$ cat config.mk
export PLATFORM = sky130hd
export DESIGN_NAME = ilr_top
export DESIGN_NICKNAME = d
export VERILOG_FILES = /design/src/rtl/ilr_pkg.sv /design/src/rtl/ilr_sync.sv /design/src/rtl/ilr_cfg.sv /design/src/rtl/ilr_map.sv /design/src/rtl/ilr_wake.sv /design/src/rtl/ilr_top.sv
export SDC_FILE = /design/constraint.sdc
export NUM_CORES = 1
export LEC_CHECK = 0
export ABC_AREA = 1
export ABC_CLOCK_PERIOD_IN_PS = 1250
export BUFFER_PORTS_ARGS = -buffer_cell sky130_fd_sc_hd__buf_2
export CAP_MARGIN = 25
export CELL_PAD_IN_SITES_DETAIL_PLACEMENT = 0
export CELL_PAD_IN_SITES_GLOBAL_PLACEMENT = 2
export CORE_AREA = 2 2 95 97
export DETAILED_ROUTE_END_ITERATION = 12
export DIE_AREA = 0 0 97 99
export GPL_TIMING_DRIVEN = 0
export HOLD_SLACK_MARGIN = 0.12
export PLACE_DENSITY = 0.75
export REMOVE_ABC_BUFFERS = 1
export SETUP_SLACK_MARGIN = 0.1
export SLEW_MARGIN = 20
export SYNTH_ARGS = -nofsm -noshare
export SYNTH_HDL_FRONTEND = slang
export SYNTH_SLANG_ARGS = --single-unit
$ cat constraint.sdc
create_clock -name clk -period 1.25 [get_ports clk]
set_input_delay 0.0625 -clock clk [delete_from_list [all_inputs] [get_ports clk]]
set_output_delay 0.0625 -clock clk [all_outputs]
set_load 0.01 [all_outputs]
$ cat src/rtl/ilr_pkg.sv
package ilr_pkg;
    parameter int ILR_N_PERIPH = 4;
    parameter int ILR_N_EXT    = 2;
    parameter int ILR_N_LVL    = 8;
    parameter int ILR_DATA_W   = 32;
    parameter int ILR_ADDR_W   = 4;
    parameter int ILR_EXT_BASE = 16;
endpackage

$ cat src/rtl/ilr_sync.sv
module ilr_sync #(
    parameter int W      = 2,
    parameter int STAGES = 2
) (
    input  logic         clk,
    input  logic         rst_n,
    input  logic [W-1:0] d,
    output logic [W-1:0] q
);
    logic [W-1:0] stg [STAGES];

    always_ff @(posedge clk or negedge rst_n) begin
        if (!rst_n) stg[0] <= '0;
        else        stg[0] <= d;
    end

    for (genvar k = 1; k < STAGES; k++) begin : g_stage
        always_ff @(posedge clk or negedge rst_n) begin
            if (!rst_n) stg[k] <= '0;
            else        stg[k] <= stg[k-1];
        end
    end

    assign q = stg[STAGES-1];
endmodule

$ cat src/rtl/ilr_cfg.sv
module ilr_cfg #(
    parameter int N_PERIPH = 4,
    parameter int N_EXT    = 2,
    parameter int LVL_W    = 3,
    parameter int ADDR_W   = 4,
    parameter int DATA_W   = 32,
    parameter int EXT_BASE = 16,
    localparam int N_SRC   = N_PERIPH + N_EXT
) (
    input  logic                   clk,
    input  logic                   rst_n,
    input  logic                   wr_en,
    input  logic [ADDR_W-1:0]      addr,
    input  logic [DATA_W-1:0]      wdata,
    input  logic [N_SRC-1:0]       src,
    output logic [N_SRC*LVL_W-1:0] prio,
    output logic [N_EXT-1:0]       wmask,
    output logic [N_EXT-1:0]       wpol,
    output logic [DATA_W-1:0]      rdata
);
    localparam logic [ADDR_W-1:0] A_RAW  = ADDR_W'(N_SRC);
    localparam logic [ADDR_W-1:0] A_MASK = ADDR_W'(N_SRC + 1);
    localparam logic [ADDR_W-1:0] A_POL  = ADDR_W'(N_SRC + 2);

    logic [LVL_W-1:0] prio_q [N_SRC];

    for (genvar s = 0; s < N_SRC; s++) begin : g_prio
        always_ff @(posedge clk or negedge rst_n) begin
            if (!rst_n)
                prio_q[s] <= '0;
            else if (wr_en && addr == ADDR_W'(s))
                prio_q[s] <= wdata[LVL_W-1:0];
        end
        assign prio[s*LVL_W +: LVL_W] = prio_q[s];
    end

    always_ff @(posedge clk or negedge rst_n) begin
        if (!rst_n) begin
            wmask <= '1;
            wpol  <= '1;
        end else if (wr_en) begin
            if (addr == A_MASK) wmask <= wdata[N_EXT-1:0];
            if (addr == A_POL)  wpol  <= wdata[N_EXT-1:0];
        end
    end

    always_comb begin
        rdata = '0;
        for (int s = 0; s < N_SRC; s++)
            if (addr == ADDR_W'(s)) rdata[LVL_W-1:0] = prio_q[s];
        if (addr == A_RAW) begin
            rdata[N_PERIPH-1:0]        = src[N_PERIPH-1:0];
            rdata[EXT_BASE +: N_EXT]   = src[N_SRC-1 -: N_EXT];
        end
        if (addr == A_MASK) rdata[N_EXT-1:0] = wmask;
        if (addr == A_POL)  rdata[N_EXT-1:0] = wpol;
    end
endmodule

$ cat src/rtl/ilr_map.sv
module ilr_map #(
    parameter int N_SRC = 6,
    parameter int N_LVL = 8,
    parameter int LVL_W = 3
) (
    input  logic [N_SRC-1:0]       src,
    input  logic [N_SRC*LVL_W-1:0] prio,
    output logic [N_LVL-1:0]       lvl
);
    for (genvar n = 0; n < N_LVL; n++) begin : g_lvl
        logic [N_SRC-1:0] hit;
        for (genvar s = 0; s < N_SRC; s++) begin : g_src
            assign hit[s] = src[s] && (prio[s*LVL_W +: LVL_W] == LVL_W'(n));
        end
        assign lvl[n] = |hit;
    end
endmodule

$ cat src/rtl/ilr_wake.sv
module ilr_wake #(
    parameter int N_EXT = 2
) (
    input  logic [N_EXT-1:0] ext_s,
    input  logic [N_EXT-1:0] wmask,
    input  logic [N_EXT-1:0] wpol,
    output logic             wake
);
    logic [N_EXT-1:0] at_level;
    assign at_level = ~(ext_s ^ wpol);
    assign wake     = |(at_level & ~wmask);
endmodule

$ cat src/rtl/ilr_top.sv
module ilr_top
    import ilr_pkg::*;
#(
    parameter int N_PERIPH = ILR_N_PERIPH,
    parameter int N_EXT    = ILR_N_EXT,
    parameter int N_LVL    = ILR_N_LVL,
    parameter int DATA_W   = ILR_DATA_W,
    parameter int ADDR_W   = ILR_ADDR_W,
    parameter int EXT_BASE = ILR_EXT_BASE
) (
    input  logic                clk,
    input  logic                rst_n,
    input  logic [N_PERIPH-1:0] irq_periph,
    input  logic [N_EXT-1:0]    ext_irq,
    input  logic                cfg_wr,
    input  logic [ADDR_W-1:0]   cfg_addr,
    input  logic [DATA_W-1:0]   cfg_wdata,
    output logic [DATA_W-1:0]   cfg_rdata,
    output logic [N_LVL-1:0]    irq_lvl,
    output logic                wake_req
);
    localparam int N_SRC = N_PERIPH + N_EXT;
    localparam int LVL_W = $clog2(N_LVL);

    logic [N_PERIPH-1:0]    per_q;
    logic [N_EXT-1:0]       ext_s;
    logic [N_SRC-1:0]       src_q;
    logic [N_SRC*LVL_W-1:0] prio;
    logic [N_EXT-1:0]       wmask;
    logic [N_EXT-1:0]       wpol;

    ilr_sync #(.W(N_PERIPH), .STAGES(1)) u_per_reg (
        .clk(clk), .rst_n(rst_n), .d(irq_periph), .q(per_q)
    );

    ilr_sync #(.W(N_EXT), .STAGES(2)) u_ext_sync (
        .clk(clk), .rst_n(rst_n), .d(ext_irq), .q(ext_s)
    );

    assign src_q = {ext_s, per_q};

    ilr_cfg #(
        .N_PERIPH(N_PERIPH), .N_EXT(N_EXT), .LVL_W(LVL_W),
        .ADDR_W(ADDR_W), .DATA_W(DATA_W), .EXT_BASE(EXT_BASE)
    ) u_cfg (
        .clk(clk), .rst_n(rst_n), .wr_en(cfg_wr), .addr(cfg_addr),
        .wdata(cfg_wdata), .src(src_q), .prio(prio),
        .wmask(wmask), .wpol(wpol), .rdata(cfg_rdata)
    );

    ilr_map #(.N_SRC(N_SRC), .N_LVL(N_LVL), .LVL_W(LVL_W)) u_map (
        .src(src_q), .prio(prio), .lvl(irq_lvl)
    );

    ilr_wake #(.N_EXT(N_EXT)) u_wake (
        .ext_s(ext_s), .wmask(wmask), .wpol(wpol), .wake(wake_req)
    );
endmodule

==> results of run 1 <==
-- cell families after synthesis --
logic type | share of synthesized area (%)
flops | 36.1
xor+xnor | 0.418
buf+inv | 16.7
other cells | 0.179
compound gates | 13.0
simple gates | 33.7
-- registers in the layout (all words and copies together) (netlist names) --
register and cells:
u_ext_sync.q 2, u_cfg.prio 18, u_cfg.wmask 2, u_cfg.wpol 2, u_per_reg.q 4, u_ext_sync.stg 2
-- where the power goes --
| group | internal (uW) | switching [uW] | total [uW] |
|---|---|---|---|
| combinational | 559 | 705 | 1260 |
| sequential | 1170 | 252 | 1420 |
| clock | 586 | 368 | 954 |
| total | 2320 | 1320 | 3640 |
-- cells in the final DEF, fill, tap and decap left out, types with 5 or more instances in the layout --
cell type,instances
nand2_2,17
nor2_2,8
dfrtp_1,12
nor2_1,22
dlygate4sd3_1,9
inv_1,18
nand3_2,6
buf_4,13
nor2_4,8
a21oi_1,5
nand2_1,57
dfrtp_2,14
nand3_1,11
inv_2,15
conb_1,26
buf_2,27
o21ai_1,21
buf_6,10
clkbuf_8,5
-- metal layers --
layer	part of all wire (%)	up-vias	global-route usage, %
met5	0	-	0
met4	0.46	0	3.14
met3	5.0	4	3.05
met2	48	50	23.0
met1	46	929	17.0
li1	-	1012	-
-- critical path: cells and delay by family, from the launching register on --
kind / cells / cell delay, ns
flip-flops: 1 / 0.43
AO/OA/AOI/OAI: 1 / 0.11
buffers and inverters: 1 / 0.15
AND/OR/NAND/NOR: 2 / 0.52
-- per-stage QoR --
stage / worst slack (ns) / total power [uW]
floorplan: 0.156 / 1950
global placement: -0.162 / 2330
finish: -0.302 / 3640
CTS: -0.316 / 3580
detailed placement: -0.151 / 2330
global route: -0.364 / 3890
-- worst max path at each step --
stage | start | endpoint | slack (ns)
after floorplan | u_cfg.prio[17] | irq_lvl[7] | 0.16
after global placement | u_ext_sync.q[1] | irq_lvl[3] | -0.16
after detailed placement | u_cfg.prio[17] | irq_lvl[7] | -0.15
after CTS | u_cfg.prio[17] | irq_lvl[7] | -0.32
after global routing | u_cfg.prio[17] | irq_lvl[7] | -0.36
final | u_ext_sync.q[0] | irq_lvl[7] | -0.30
-- final cells by class --
class	count	area share (%)
Clock inverter	3	1.42
Multi-Input combinational cell	222	43.9
Clock buffer	5	2.43
Sequential cell	30	27.3
Tap cell	108	4.78
Timing Repair Buffer	59	15.4
Inverter	35	4.73
-- what timing repair did --
action | in CTS | in global routing
pin swaps | 15 | 6
setup endpoints to repair | 12 | 13
hold buffers | 9 | 0
endpoints found under the hold margin | 34 | 0
gates resized for setup | 53 | 36
setup buffers | 18 | 4
==> results_dict.tcl, run 1 <==
set metrics [dict create \
    drc 0 \
    holdCritPathClass "in -> reg" \
    core.rowCount 34 \
    synth.area.top_cells "dfrtp_1 (31%), nand2_1 (12%), buf_4 (9.3%)" \
    synth-main-ff-cell "dfrtp_1" \
    setup.worst_path.end_class "output pin" \
    die_y_um 99 \
    synth_most_common_cell "nand2_1" \
    crit_slowest_cell "dfrtp_1" \
    synth_cell_types 36 \
    area_growth_pct 35.1 \
    ys_async_sr_fraction_pct 100 \
    clk_pin_slew_ns 0.06 \
    ir_worst_vdd_mv 0.391 \
    min_from "cfg_wr" \
    cp_max_fo 4 \
    grt_pass1_vias 1987 \
    fp.dieW_um 97 \
    cts_root_buf "clkbuf_8" \
    synth_top_area_cell "dfrtp_1" \
    tns_ns -2.51 \
    antenna_found_initial 0 \
    crit_type "reg -> out" \
    routedWlPerCell_um 13.6 \
    clock-sinks 30 \
    cts_buffers 5 \
    setup_viol_count_final 12 \
    wl_um 6270 \
    synth_common_cells "nand2_1 (68), nor2_1 (31), inv_1 (30)" \
    ant_nets 0 \
    yosysSeqAreaShare_pct 36.1 \
    slew_violations 0 \
    synth_top_cell_area_share_pct 31.1 \
    r2r_setup_slack_ns 0.39 \
    final_cells 462 \
    p_leak_uw 0.00132 \
    first_iter_violations 107 \
    portBuffers 30 \
    ys_ff_latch 30 \
    grtUsageTotal_pct 13.3 \
    cts_tree "built" \
    syn-mean-instance-area_um2 7.19 \
    utilization_pct 33.1 \
    power_density_nw_per_um2 1290 \
    syn-cell-area_um2 2090 \
    yosysWarnings 0 \
    drt_pass1_iterations 4 \
    rsz0062_at_grt "yes" \
    top_level_ports 86 \
    fill_cells 934 \
    antennaDiodeCount 0 \
    viasPerCell 4.32 \
    timing.fmax_ghz 0.644 \
    multi_input_area_um2 1240 \
    cp.arrival_ns 1.49 \
    syn_inst 291 \
    cap_violations 0 \
    placed_cells 425 \
    fin_area_um2 2830 \
    grt_pass1_wl_um 9980 \
    vias 1995 \
    place_hpwl_um 4690 \
    fin_ws_ns -0.302 \
    htreeDepth 2 \
    slowest_delay_ns 0.43 \
    finalCritPeriodShare_pct 124 \
    drive_gt1_share_pct 42.9 \
    dpl_cell_area_um2 2260 \
    clk_latency_ns 0.27 \
    hold_end "u_cfg.wmask[0]" \
    gr-total-overflow 0 \
    hold_ws_ns 0.141 \
    design.die.area_um2 9600 \
    rr_worst_depth 2 \
    final_nets 398 \
    violations "negative setup slack" \
    cp-start-kind "register" \
    outcome "finished with violations" \
    regArea_um2 773 \
    rr_startpoint "u_cfg.prio[2]" \
    hold_depth 3 \
    coreArea_um2 8550 \
    hold_violations 0 \
    max-slew-margin-rel_pct 53.6 \
    max_slew.worst_pin.slew_ns 0.696 \
    crit_chain "nand2_2 > o22ai_1 > or3_1 > buf_2" \
    cp.required_ns 1.19 \
    start_util_pct 24.5 \
    reg2reg_to "u_cfg.prio[2]" \
    grt_max_degree 31 \
    period_needed_ns 1.55 \
    synth-edff-count 0 \
    clockBufferDepth 2 \
    clock_skew_ns 0.0000665 \
    place.gp.congestion 0.821 \
]
Power figures use the tool's default switching activity.
==> run 2: changes to the inputs <==
==> constraint.sdc (replaced) <==
create_clock -name clk -period 1.25 [get_ports clk]
set_input_delay 0.1875 -clock clk [delete_from_list [all_inputs] [get_ports clk]]
set_output_delay 0.1875 -clock clk [all_outputs]
set_load 0.01 [all_outputs]
==> run 2 against run 1 <==
  * The flow still finishes with violations (negative setup slack)
  * Hold slack got worse by 0.0030 ns
  * Sequential power barely moved
  * Register-to-register slack barely moved
  * Fmax fell by 7.2%
  * Combinational power barely moved
  * Wire length rose by 0.11%
  * Sequential share of layout area fell by 0.48 points
  * Flip-flop and latch count did not move
  * Die area did not move
  * Final cell count did not move
  * Clock skew barely moved
  * Via count rose by 0.25%
==> results_dict.tcl, run 2 (synthesis results as in run 1) <==
set metrics [dict create \
    outcome "finished with violations" \
    violations "negative setup slack" \
    r2r_setup_slack_ns 0.39 \
    setup.worst_path.end_class "output pin" \
    routedWlPerCell_um 13.6 \
    vias 2000 \
    antenna_found_initial 0 \
    cap_violations 0 \
    p_int_uw 2320 \
    die_y_um 99 \
    p_leak_uw 0.00134 \
    largest_reg_flops 18 \
    first_iter_violations 93 \
    cts_root_buf "clkbuf_8" \
    met3_usage_pct 3.19 \
    crit_slowest_cell "dfrtp_1" \
    p_sw_uw 1340 \
    crit_family "simple AND/OR/NAND/NOR gates" \
    cp_max_fo 4 \
    drc 0 \
    setup_viol_count_final 12 \
    startpoint "u_ext_sync.q[0]" \
    cp-endpoint "irq_lvl[7]" \
    fin_ws_ns -0.422 \
    grt_max_degree 31 \
    gr-usage-met1_pct 16.9 \
    max_slew.worst_pin.slew_ns 0.702 \
    final_nets 398 \
    fill_cells 932 \
    slowest_delay_ns 0.42 \
    max-slew-margin-rel_pct 53.2 \
    ant_nets 0 \
    cts_buffers 5 \
    place.gp.congestion 0.821 \
    slew_violations 0 \
    switching_share_pct 36.6 \
    wl_um 6280 \
    ir_worst_vdd_mv 0.390 \
    rsz0062_at_grt "yes" \
    area_growth_pct 37.5 \
    hold_violations 0 \
    period_needed_ns 1.67 \
    drive_gt1_share_pct 45.2 \
    reg2reg_to "u_cfg.prio[2]" \
    final_common_cell "nand2_1" \
    crit_chain "nand2_2 > o22ai_1 > or3_1 > buf_2" \
    grt_pass1_wl_um 9970 \
    cp.required_ns 1.06 \
    p_total_uw 3660 \
    tns_ns -3.99 \
    portBuffers 30 \
    final_cell_mix "nand2_1 (57), conb_1 (26), buf_2 (24)" \
    top_level_ports 86 \
    cts_tree "built" \
    core.rowCount 34 \
    coreArea_um2 8550 \
    power_density_nw_per_um2 1270 \
    rr_startpoint "u_cfg.prio[2]" \
    holdCritPathClass "in -> reg" \
    viasPerCell 4.33 \
    finalCritPeriodShare_pct 134 \
    grtUsageTotal_pct 13.3 \
    met2_usage_pct 22.9 \
    clk_pin_slew_ns 0.06 \
    fin_area_um2 2880 \
    crit_type "reg -> out" \
    worstPathBufferInverterCount 1 \
    clkPwrFrac_pct 26.1 \
    cp.arrival_ns 1.48 \
    crit_cells 4 \
    clk_latency_ns 0.27 \
    timing.fmax_ghz 0.598 \
    antennaDiodeCount 0 \
    clock_skew_ns 0.0000815 \
    p_comb_share_pct 34.8 \
    grt_pass1_vias 1985 \
    start_util_pct 24.5 \
    busiest_layer "met2" \
    htreeDepth 2 \
    cp-start-kind "register" \
    gr-total-overflow 0 \
    fp.dieW_um 97 \
    rr_worst_depth 2 \
    drt_pass1_iterations 4 \
    dpl_cell_area_um2 2260 \
    place_hpwl_um 4690 \
    clockBufferDepth 2 \
    p_seq_share_pct 39.0 \
    clock-sinks 30 \
    design.die.area_um2 9600 \
]
run 2: worst min path at each step:
stage	cells after the start	to	slack (ns)	from
global placement	1	u_ext_sync.stg[3]	0.28	rst_n
finish	3	u_cfg.prio[1]	0.14	cfg_wdata[1]
global route	3	u_cfg.prio[0]	0.17	cfg_wdata[0]
floorplan	0	u_cfg.prio[0]	-0.11	rst_n
detailed placement	1	u_ext_sync.stg[3]	0.27	rst_n
CTS	3	u_cfg.prio[1]	0.13	cfg_wdata[1]
run 2: cell type report:
cell class | count | area, um2 | share of cell area (%)
clock inverter | 3 | 40.0 | 1.39
multi-input combinational | 222 | 1270 | 44.3
inverter | 35 | 134 | 4.65
timing repair buffer | 59 | 453 | 15.7
clock buffer | 5 | 68.8 | 2.39
tap | 108 | 135 | 4.69
sequential | 30 | 773 | 26.9
run 2: power groups by stage:
stage	Sequential, uW	Combinational, uW	Clock [uW]
after floorplan	1320	626	0
after global placement	1400	925	0
after detailed placement	1400	926	0
after CTS	1400	1190	980
after global routing	1450	1420	1030
final	1430	1280	957
run 2: what timing repair did:
item                                    4_1_cts  5_1_grt
resized for setup                            56       49
setup buffers                                18        6
hold endpoints to repair                     32        0
endpoints found under the setup margin       15       16
hold buffers                                  7        0
pin swaps                                    16       11
run 2: routing by layer:
metal  part of all wire, %  wire length, um  vias up
li1                      -                -     1013
met1                    47             2950      932
met2                    48             2990       49
met3                   4.8              301        6
met4                  0.67               42        0
met5                     0                0        -
run 2: metrics by stage:
step	util (%)	setup slack (ns)	hold WS (ns)	instances
finish	33.7	-0.422	0.138	462
global route	33.7	-0.489	0.171	462
CTS	31.7	-0.441	0.132	458
detailed placement	26.4	-0.302	0.272	425
global placement	26.4	-0.322	0.278	425
floorplan	-	0.0307	-0.108	287
run 2: tightest hold or removal path, stage by stage:
cell and delay (ns):
buf_2 0.09, nand2_1 0.05, o21ai_1 0.06
